## src/rtl/mrq_pkg.sv

```systemverilog
package mrq_pkg;
  localparam int unsigned NUM_W = 4;
  typedef enum logic [1:0] {ST_IDLE, ST_REQ, ST_GAP} mrq_state_e;
endpackage

```

## src/rtl/mrq_buf.sv

```systemverilog
module mrq_buf #(
  parameter int unsigned DEPTH  = 16,
  parameter int unsigned DATA_W = 32,
  localparam int unsigned LOC_W = $clog2(DEPTH)
) (
  input  logic              clk_i,
  input  logic              mst_we_i,
  input  logic [LOC_W-1:0]  mst_idx_i,
  input  logic [DATA_W-1:0] mst_wdata_i,
  output logic [DATA_W-1:0] mst_rdata_o,
  input  logic              usr_we_i,
  input  logic [LOC_W-1:0]  usr_widx_i,
  input  logic [DATA_W-1:0] usr_wdata_i,
  input  logic [LOC_W-1:0]  usr_ridx_i,
  output logic [DATA_W-1:0] usr_rdata_o
);
  logic [DATA_W-1:0] mem_q [DEPTH];

  // master side wins on a same-cycle write
  always_ff @(posedge clk_i) begin
    if (mst_we_i) mem_q[mst_idx_i] <= mst_wdata_i;
    else if (usr_we_i) mem_q[usr_widx_i] <= usr_wdata_i;
  end

  assign mst_rdata_o = mem_q[mst_idx_i];
  assign usr_rdata_o = mem_q[usr_ridx_i];
endmodule

```

## src/rtl/mrq_ctrl.sv

```systemverilog
module mrq_ctrl
  import mrq_pkg::*;
#(
  parameter int unsigned ADDR_W    = 32,
  parameter int unsigned DATA_W    = 32,
  parameter int unsigned DEPTH     = 16,
  parameter int unsigned MAX_RETRY = 2,
  localparam int unsigned LOC_W    = $clog2(DEPTH),
  localparam int unsigned BE_W     = DATA_W / 8,
  localparam int unsigned RETRY_W  = $clog2(MAX_RETRY + 2)
) (
  input  logic              clk_i,
  input  logic              rst_ni,
  input  logic              cmd_start_i,
  input  logic [ADDR_W-1:0] cmd_addr_i,
  input  logic              cmd_rnw_i,
  input  logic [NUM_W-1:0]  cmd_count_i,
  input  logic              cmd_lock_i,
  input  logic [LOC_W-1:0]  cmd_local_i,
  output logic              req_o,
  output logic              rnw_o,
  output logic [ADDR_W-1:0] addr_o,
  output logic [BE_W-1:0]   be_o,
  output logic              burst_o,
  output logic              lock_o,
  output logic [NUM_W-1:0]  num_o,
  output logic [LOC_W-1:0]  local_o,
  output logic              buf_we_o,
  input  logic              ack_i,
  input  logic              last_ack_i,
  input  logic              retry_i,
  input  logic              timeout_i,
  input  logic              error_i,
  output logic              busy_o,
  output logic              done_o,
  output logic              fail_o,
  output logic              err_o
);
  mrq_state_e         st_q;
  logic [ADDR_W-1:0]  addr_q;
  logic               rnw_q, lock_q;
  logic [NUM_W-1:0]   cnt_q, beat_q;
  logic [LOC_W-1:0]   base_q;
  logic [RETRY_W-1:0] retry_q;
  logic               err_q, done_q, fail_q;

  always_ff @(posedge clk_i or negedge rst_ni) begin
    if (!rst_ni) begin
      st_q    <= ST_IDLE;
      addr_q  <= '0;
      rnw_q   <= 1'b0;
      lock_q  <= 1'b0;
      cnt_q   <= '0;
      beat_q  <= '0;
      base_q  <= '0;
      retry_q <= '0;
      err_q   <= 1'b0;
      done_q  <= 1'b0;
      fail_q  <= 1'b0;
    end else begin
      done_q <= 1'b0;
      fail_q <= 1'b0;
      unique case (st_q)
        ST_IDLE: if (cmd_start_i) begin
          addr_q  <= cmd_addr_i;
          rnw_q   <= cmd_rnw_i;
          lock_q  <= cmd_lock_i;
          cnt_q   <= cmd_count_i;
          base_q  <= cmd_local_i;
          beat_q  <= '0;
          retry_q <= '0;
          err_q   <= 1'b0;
          st_q    <= ST_REQ;
        end
        ST_REQ: begin
          if (ack_i && error_i) err_q <= 1'b1;
          if (ack_i) beat_q <= beat_q + 1'b1;
          if (last_ack_i) begin
            st_q   <= ST_IDLE;
            done_q <= 1'b1;
          end else if (timeout_i) begin
            st_q   <= ST_IDLE;
            fail_q <= 1'b1;
          end else if (retry_i) begin
            if (retry_q == RETRY_W'(MAX_RETRY)) begin
              st_q   <= ST_IDLE;
              fail_q <= 1'b1;
            end else begin
              retry_q <= retry_q + 1'b1;
              beat_q  <= '0;
              st_q    <= ST_GAP;
            end
          end
        end
        ST_GAP:  st_q <= ST_REQ;
        default: st_q <= ST_IDLE;
      endcase
    end
  end

  assign req_o    = (st_q == ST_REQ);
  assign rnw_o    = rnw_q;
  assign addr_o   = addr_q;
  assign be_o     = req_o ? {BE_W{1'b1}} : '0;
  assign burst_o  = (cnt_q != '0);
  assign lock_o   = lock_q && req_o;
  assign num_o    = cnt_q;
  assign local_o  = base_q + LOC_W'(beat_q);
  assign buf_we_o = req_o && ack_i && rnw_q;
  assign busy_o   = (st_q != ST_IDLE);
  assign done_o   = done_q;
  assign fail_o   = fail_q;
  assign err_o    = err_q;

  assert_start_R2: assert property (@(posedge clk_i) disable iff (!rst_ni)
    (!busy_o && cmd_start_i) |=> (req_o && addr_o == $past(cmd_addr_i)));
  assert_addr_stable_R3: assert property (@(posedge clk_i) disable iff (!rst_ni)
    (req_o && $past(req_o)) |-> $stable(addr_o));
  assert_done_R6: assert property (@(posedge clk_i) disable iff (!rst_ni)
    (req_o && last_ack_i) |=> (!req_o && done_o && !fail_o));
  assert_timeout_R7: assert property (@(posedge clk_i) disable iff (!rst_ni)
    (req_o && timeout_i && !last_ack_i) |=> (fail_o && !done_o && !busy_o));
  assert_retry_gap_R8: assert property (@(posedge clk_i) disable iff (!rst_ni)
    (req_o && retry_i && !last_ack_i && !timeout_i && retry_q != RETRY_W'(MAX_RETRY))
    |=> (!req_o && busy_o && local_o == base_q));
  assert_err_hold_R9: assert property (@(posedge clk_i) disable iff (!rst_ni)
    (err_o && !(st_q == ST_IDLE && cmd_start_i)) |=> err_o);
  assert_lock_R10: assert property (@(posedge clk_i) disable iff (!rst_ni)
    lock_o |-> req_o);
  assert_busy_cmd_R11: assert property (@(posedge clk_i) disable iff (!rst_ni)
    (busy_o && $past(busy_o)) |-> ($stable(num_o) && $stable(rnw_o)));
endmodule

```

## src/rtl/mrq_burst_master.sv

```systemverilog
module mrq_burst_master #(
  parameter int unsigned ADDR_W    = 32,
  parameter int unsigned DATA_W    = 32,
  parameter int unsigned BUF_DEPTH = 16,
  parameter int unsigned MAX_RETRY = 2,
  localparam int unsigned LOC_W    = $clog2(BUF_DEPTH),
  localparam int unsigned BE_W     = DATA_W / 8
) (
  input  logic              clk_i,
  input  logic              rst_ni,
  input  logic              cmd_start_i,
  input  logic [ADDR_W-1:0] cmd_addr_i,
  input  logic              cmd_rnw_i,
  input  logic [3:0]        cmd_count_i,
  input  logic              cmd_lock_i,
  input  logic [LOC_W-1:0]  cmd_local_i,
  output logic              mst_req_o,
  output logic              mst_rnw_o,
  output logic [ADDR_W-1:0] mst_addr_o,
  output logic [BE_W-1:0]   mst_be_o,
  output logic              mst_burst_o,
  output logic              mst_lock_o,
  output logic [3:0]        mst_num_o,
  output logic [LOC_W-1:0]  mst_local_o,
  output logic [DATA_W-1:0] wr_data_o,
  input  logic              mst_ack_i,
  input  logic              mst_last_ack_i,
  input  logic              mst_retry_i,
  input  logic              mst_timeout_i,
  input  logic              mst_error_i,
  input  logic [DATA_W-1:0] rd_data_i,
  input  logic              buf_we_i,
  input  logic [LOC_W-1:0]  buf_waddr_i,
  input  logic [DATA_W-1:0] buf_wdata_i,
  input  logic [LOC_W-1:0]  buf_raddr_i,
  output logic [DATA_W-1:0] buf_rdata_o,
  output logic              busy_o,
  output logic              done_o,
  output logic              fail_o,
  output logic              err_o
);
  logic rd_we;

  mrq_ctrl #(
    .ADDR_W(ADDR_W), .DATA_W(DATA_W), .DEPTH(BUF_DEPTH), .MAX_RETRY(MAX_RETRY)
  ) ctrl_i (
    .clk_i, .rst_ni, .cmd_start_i, .cmd_addr_i, .cmd_rnw_i, .cmd_count_i,
    .cmd_lock_i, .cmd_local_i,
    .req_o(mst_req_o), .rnw_o(mst_rnw_o), .addr_o(mst_addr_o), .be_o(mst_be_o),
    .burst_o(mst_burst_o), .lock_o(mst_lock_o), .num_o(mst_num_o),
    .local_o(mst_local_o), .buf_we_o(rd_we),
    .ack_i(mst_ack_i), .last_ack_i(mst_last_ack_i), .retry_i(mst_retry_i),
    .timeout_i(mst_timeout_i), .error_i(mst_error_i),
    .busy_o, .done_o, .fail_o, .err_o
  );

  mrq_buf #(.DEPTH(BUF_DEPTH), .DATA_W(DATA_W)) buf_i (
    .clk_i,
    .mst_we_i(rd_we), .mst_idx_i(mst_local_o), .mst_wdata_i(rd_data_i),
    .mst_rdata_o(wr_data_o),
    .usr_we_i(buf_we_i), .usr_widx_i(buf_waddr_i), .usr_wdata_i(buf_wdata_i),
    .usr_ridx_i(buf_raddr_i), .usr_rdata_o(buf_rdata_o)
  );
endmodule

```

## config.mk

```make
export PLATFORM = sky130hd
export DESIGN_NAME = mrq_burst_master
export DESIGN_NICKNAME = d
export VERILOG_FILES = /design/src/rtl/mrq_pkg.sv /design/src/rtl/mrq_buf.sv /design/src/rtl/mrq_ctrl.sv /design/src/rtl/mrq_burst_master.sv
export SDC_FILE = /design/constraint.sdc
export NUM_CORES = 1
export LEC_CHECK = 0
export BUFFER_PORTS_ARGS = -buffer_cell sky130_fd_sc_hd__buf_2
export CAP_MARGIN = 20
export CORE_ASPECT_RATIO = 1.5
export CORE_MARGIN = 2
export CORE_UTILIZATION = 50
export CTS_CLUSTER_SIZE = 25
export DETAILED_ROUTE_END_ITERATION = 6
export PLACE_DENSITY = 0.69
export SLEW_MARGIN = 30
export SYNTH_ARGS = -nofsm -noshare
export SYNTH_HDL_FRONTEND = slang
export SYNTH_HIERARCHICAL = 1
export SYNTH_SLANG_ARGS = --single-unit
```

## constraint.sdc

```tcl
create_clock -name clk_i -period 4.05 [get_ports clk_i]
set_input_delay 0.81 -clock clk_i [delete_from_list [all_inputs] [get_ports clk_i]]
set_output_delay 0.81 -clock clk_i [all_outputs]
set_load 0.05 [all_outputs]
```

==> results <==
- The run finished with clean final reports.
- The die is 283.6 um tall.
- The slew at the pin closest to its max-slew limit is 975.1 ps.
- The achievable clock frequency is 250.3 MHz.
- The initial antenna violation count is 0.
- The number of port buffers is about 240.
- Headroom to the max-slew limit came out at 34.69%.
- On the critical path the largest part of the delay comes from adder cells.
- For this design the ratio of total power to cell area is 621.6 nW/um^2.
- The signal on the critical path passes through ha_4, fa_2, xor2_4, buf_6, buf_8, mux4_2, a22o_1, a21o_1, buf_4.
- The worst register-to-register path begins at ctrl_i/st_q[1]$_DFFE_PN0P_.
- The depth of the most critical reg-to-reg path is 8.
- A synthesized cell averages 18.72 um^2.
- The number of buffer and inverter stages on the critical path is 3.
- The pre-antenna-repair detailed-routing pass consisted of 5 iterations.
- Pin placement for this block handled 239 I/O pins.
- The peak per-stage delay on the critical path is 410 ps.
- The clock passes through at most 3 buffers.
- For the worst setup path, the data arrival time is about 3200 ps.
- The worst setup path is captured at a primary output.
- The wire length of the first global-routing pass is about 110 mm.
- The average wire length per cell after detail routing is 29.64 um.
- The total standard cell area after synthesis is roughly 26000 um^2.
- Summed over all failing endpoints, the final setup total negative slack is 0 ps.
- The path class of the tightest hold or removal check is primary input to asynchronous set/reset pin.
- The combined global-route utilization of all metal layers is 26.67%.
- After synthesis, flip-flops and latches occupy 64.08% of the total area.
- The setup-violating endpoint count in the final report is 0.
- During synthesis, Yosys emitted a total of 6 warnings.
- The final critical path takes up between 90% and 100% of the cycle.
- Clock tree synthesis found a total of 565 sinks.
- After the last flow step, the layout net total stands at 1811.
- The library cell used as clock root buffer is sky130_fd_sc_hd__clkbuf_16.
- The die is 190.4 um wide.
- The number of rows in the core area is just over 100.
- The number of storage elements in the synthesis netlist is approximately 570.
- The maximum number of pins on one net before global-route repair is 45.
- Using the TritonRoute via totals, the vias-per-cell ratio works out to approximately 6.4.
- Counting flops with an async set or reset pin after synthesis yields a share of 9.381%.
- The H-tree depth reported by CTS is 2.
- For this run, design rule violations remaining after detail routing come to 0.
- Synthesis produced a netlist whose cell count is between 1000 and 1500.
- For the finished layout, the period the worst path requires is ~4000 ps.
- The netlist uses between 40 and 50 different library cells.
- The area overhead of the layout relative to synthesis is 18.97%.
- The slowest stage of the critical path is the sky130_fd_sc_hd__dfrtp_1 cell.
- The final hold violation count was 0.
- The worst path required time is approximately 3200 ps.
- Routability-driven placement finished with a final weighted congestion of between 0.7 and 0.8.
- The routed layout has 15470 vias.
- The final standard cell area without fillers is 31010 um^2.
- The final wirelength is ~70 mm.
- The cell type contributing the most total cell area after synthesis is sky130_fd_sc_hd__edfxtp_1.
- The placed standard-cell area is 28820 um^2.
- The count of flip-flops with a built-in enable after synthesis is between 500 and 600.
- Ranked by instance count, the synthesized netlist is headed by sky130_fd_sc_hd__edfxtp_1, sky130_fd_sc_hd__mux4_2, sky130_fd_sc_hd__mux2_2.
- STA classifies the critical path startpoint as a register.
- The tightest hold path in the finished design has a slack of about 210 ps.
- After global routing the overflow that remains totals 0.
- The post-route netlist has 46.64% of its cells at a drive strength greater than 1.
- Ranked by total cell area, the synthesized netlist is headed by sky130_fd_sc_hd__edfxtp_1, sky130_fd_sc_hd__mux4_2, sky130_fd_sc_hd__mux2_2, sky130_fd_sc_hd__dfrtp_1, sky130_fd_sc_hd__mux2i_1.
- The total of max-cap violations is 0.
- The number of nets still failing antenna checks after routing is 0.
- The floorplan step defined a die boundary enclosing 54010 um^2.
- The critical path crosses 9 cells after its start point.
- The clock-pin transition on the worst setup and hold timing paths is 60 ps.
- Summed over all nets, the half-perimeter wirelength after detailed placement is 43.87 mm.
- The reported leakage power is roughly 11 nW.
- For this configuration, the core starts out at a cell density of 50.55%.
- The most used flip-flop cell after synthesis is sky130_fd_sc_hd__edfxtp_1.
- The largest fanout on the critical path is 13.
- The total count of max-transition violations in the final report was 0.
- At the later pin of the worst-skew pair, clock insertion delay measures approximately 620 ps.
- Across the VDD grid, the largest voltage drop is 0.4451 mV.
- In the post-synthesis netlist, the cell with the most instances is sky130_fd_sc_hd__edfxtp_1.
- Clock skew on the completed layout was measured at roughly 30 ps.
- In this run, CTS created clock tree buffers numbering 54.
- TritonCTS built the clock tree.
- The DRC marker count from the first detailed-route iteration is 1384.
- The first element of the critical path is ctrl_i/beat_q[0]$_DFFE_PN0P_.
- By startpoint and endpoint, the worst setup path is classified as register to primary output.
- The hold buffer count at cts is 0.
- The total area inside the core boundary comes to 51560 um^2.
- The number of global-route vias before repair is 16590.
- In this run the biggest area consumer among cell types represents 58.99% of the synthesized area.
- When the netlist entered floorplanning its net count stood at roughly 1500.
## layer usage
| layer | wire length (um) | GRT usage (%) | vias up |
|---|---|---|---|
| li1 | - | - | 6477 |
| met4 | 2648 | 10.52 | 0 |
| met3 | 5754 | 4.353 | 159 |
| met2 | 37570 | 46.89 | 823 |
| met5 | 0 | 0 | - |
| met1 | 25250 | 32.80 | 8014 |
## registers in the layout (all words and copies together), names as in the netlist, 2 cells and up
name / cells
buf_i/mem_q: 512
ctrl_i/addr_o: 32
ctrl_i/base_q: 4
ctrl_i/beat_q: 4
ctrl_i/num_o: 4
ctrl_i/retry_q: 2
ctrl_i/st_q: 2
## stage by stage
step                      power (mW)  instances  worst slack [ps]  utilization [%]
after CTS                      19.14       2393             10.22            59.79
after floorplan                11.68       1392            -198.2                -
after global routing           19.83       2402            -9.771            60.13
after detailed placement       13.82       2280             368.8            55.89
final                          19.27       2403             54.64            60.14
after global placement         13.73       2280             367.6            55.89
## placed cells by master (no fill, tap or decap), drive strengths merged, types with 5 or more instances in the layout
master and n:
a21o 34, a221oi 32, a22o 33, a22oi 64, a31oi 6, and2 5, buf 340, clkbuf 71
clkinv 25, dfrtp 53, edfxtp 512, ha 5, inv 8, mux2 138, mux2i 65, mux4 192
nand2 34, nor2 28, o22ai 32
## repair_timing
item / 4_1_cts / 5_1_grt
endpoints found under the setup margin: 32 / 29
setup buffers: 12 / 9
gates resized for setup: 31 / 24
pin swaps: 2 / 2
gates cloned: 2 / 1
## power by group
group	switching, mW	leakage [nW]	internal [mW]
clock network	2.23	0.856	2.79
logic	4.42	4.87	2.93
registers	0.136	5.26	6.77
total	6.78	11.0	12.5
## path summary, 6_finish.rpt
| path | to | slack, ps |
|---|---|---|
| setup / recovery | wr_data_o[12] | 50 |
| hold / removal | ctrl_i/base_q[3]$_DFFE_PN0P_ | 210 |
| setup reg to reg | buf_i/mem_q[15][21]$_DFFE_PP_ | 680 |
| hold reg to reg | ctrl_i/addr_o[23]$_DFFE_PN0P_ | 500 |
| max in group asynchronous | ctrl_i/addr_o[28]$_DFFE_PN0P_ | 3070 |
| min in group clk_i | ctrl_i/addr_o[29]$_DFFE_PN0P_ | 410 |
## kinds of logic after synthesis
| group | synth area share [%] |
|---|---|
| buffers and inverters | 2.439 |
| muxes | 25.05 |
| AOI/OAI and AO/OA | 6.289 |
| DFF | 64.08 |
| xor gates and xnor gates | 0.1344 |
| adders and majority gates | 0.3168 |
| and+or+nand+nor | 1.695 |
## area by class of cell
| cell class | count | area (um^2) |
|---|---|---|
| Antenna cell | 1 | 2.502 |
| Clock buffer | 67 | 1484 |
| Clock inverter | 33 | 254.0 |
| Fill cell | 3777 | 20550 |
| Inverter | 7 | 30.03 |
| Multi-Input combinational cell | 710 | 9027 |
| Sequential cell | 565 | 16700 |
| Tap cell | 676 | 845.8 |
| Timing Repair Buffer | 344 | 2663 |
Power figures use the tool's default switching activity.
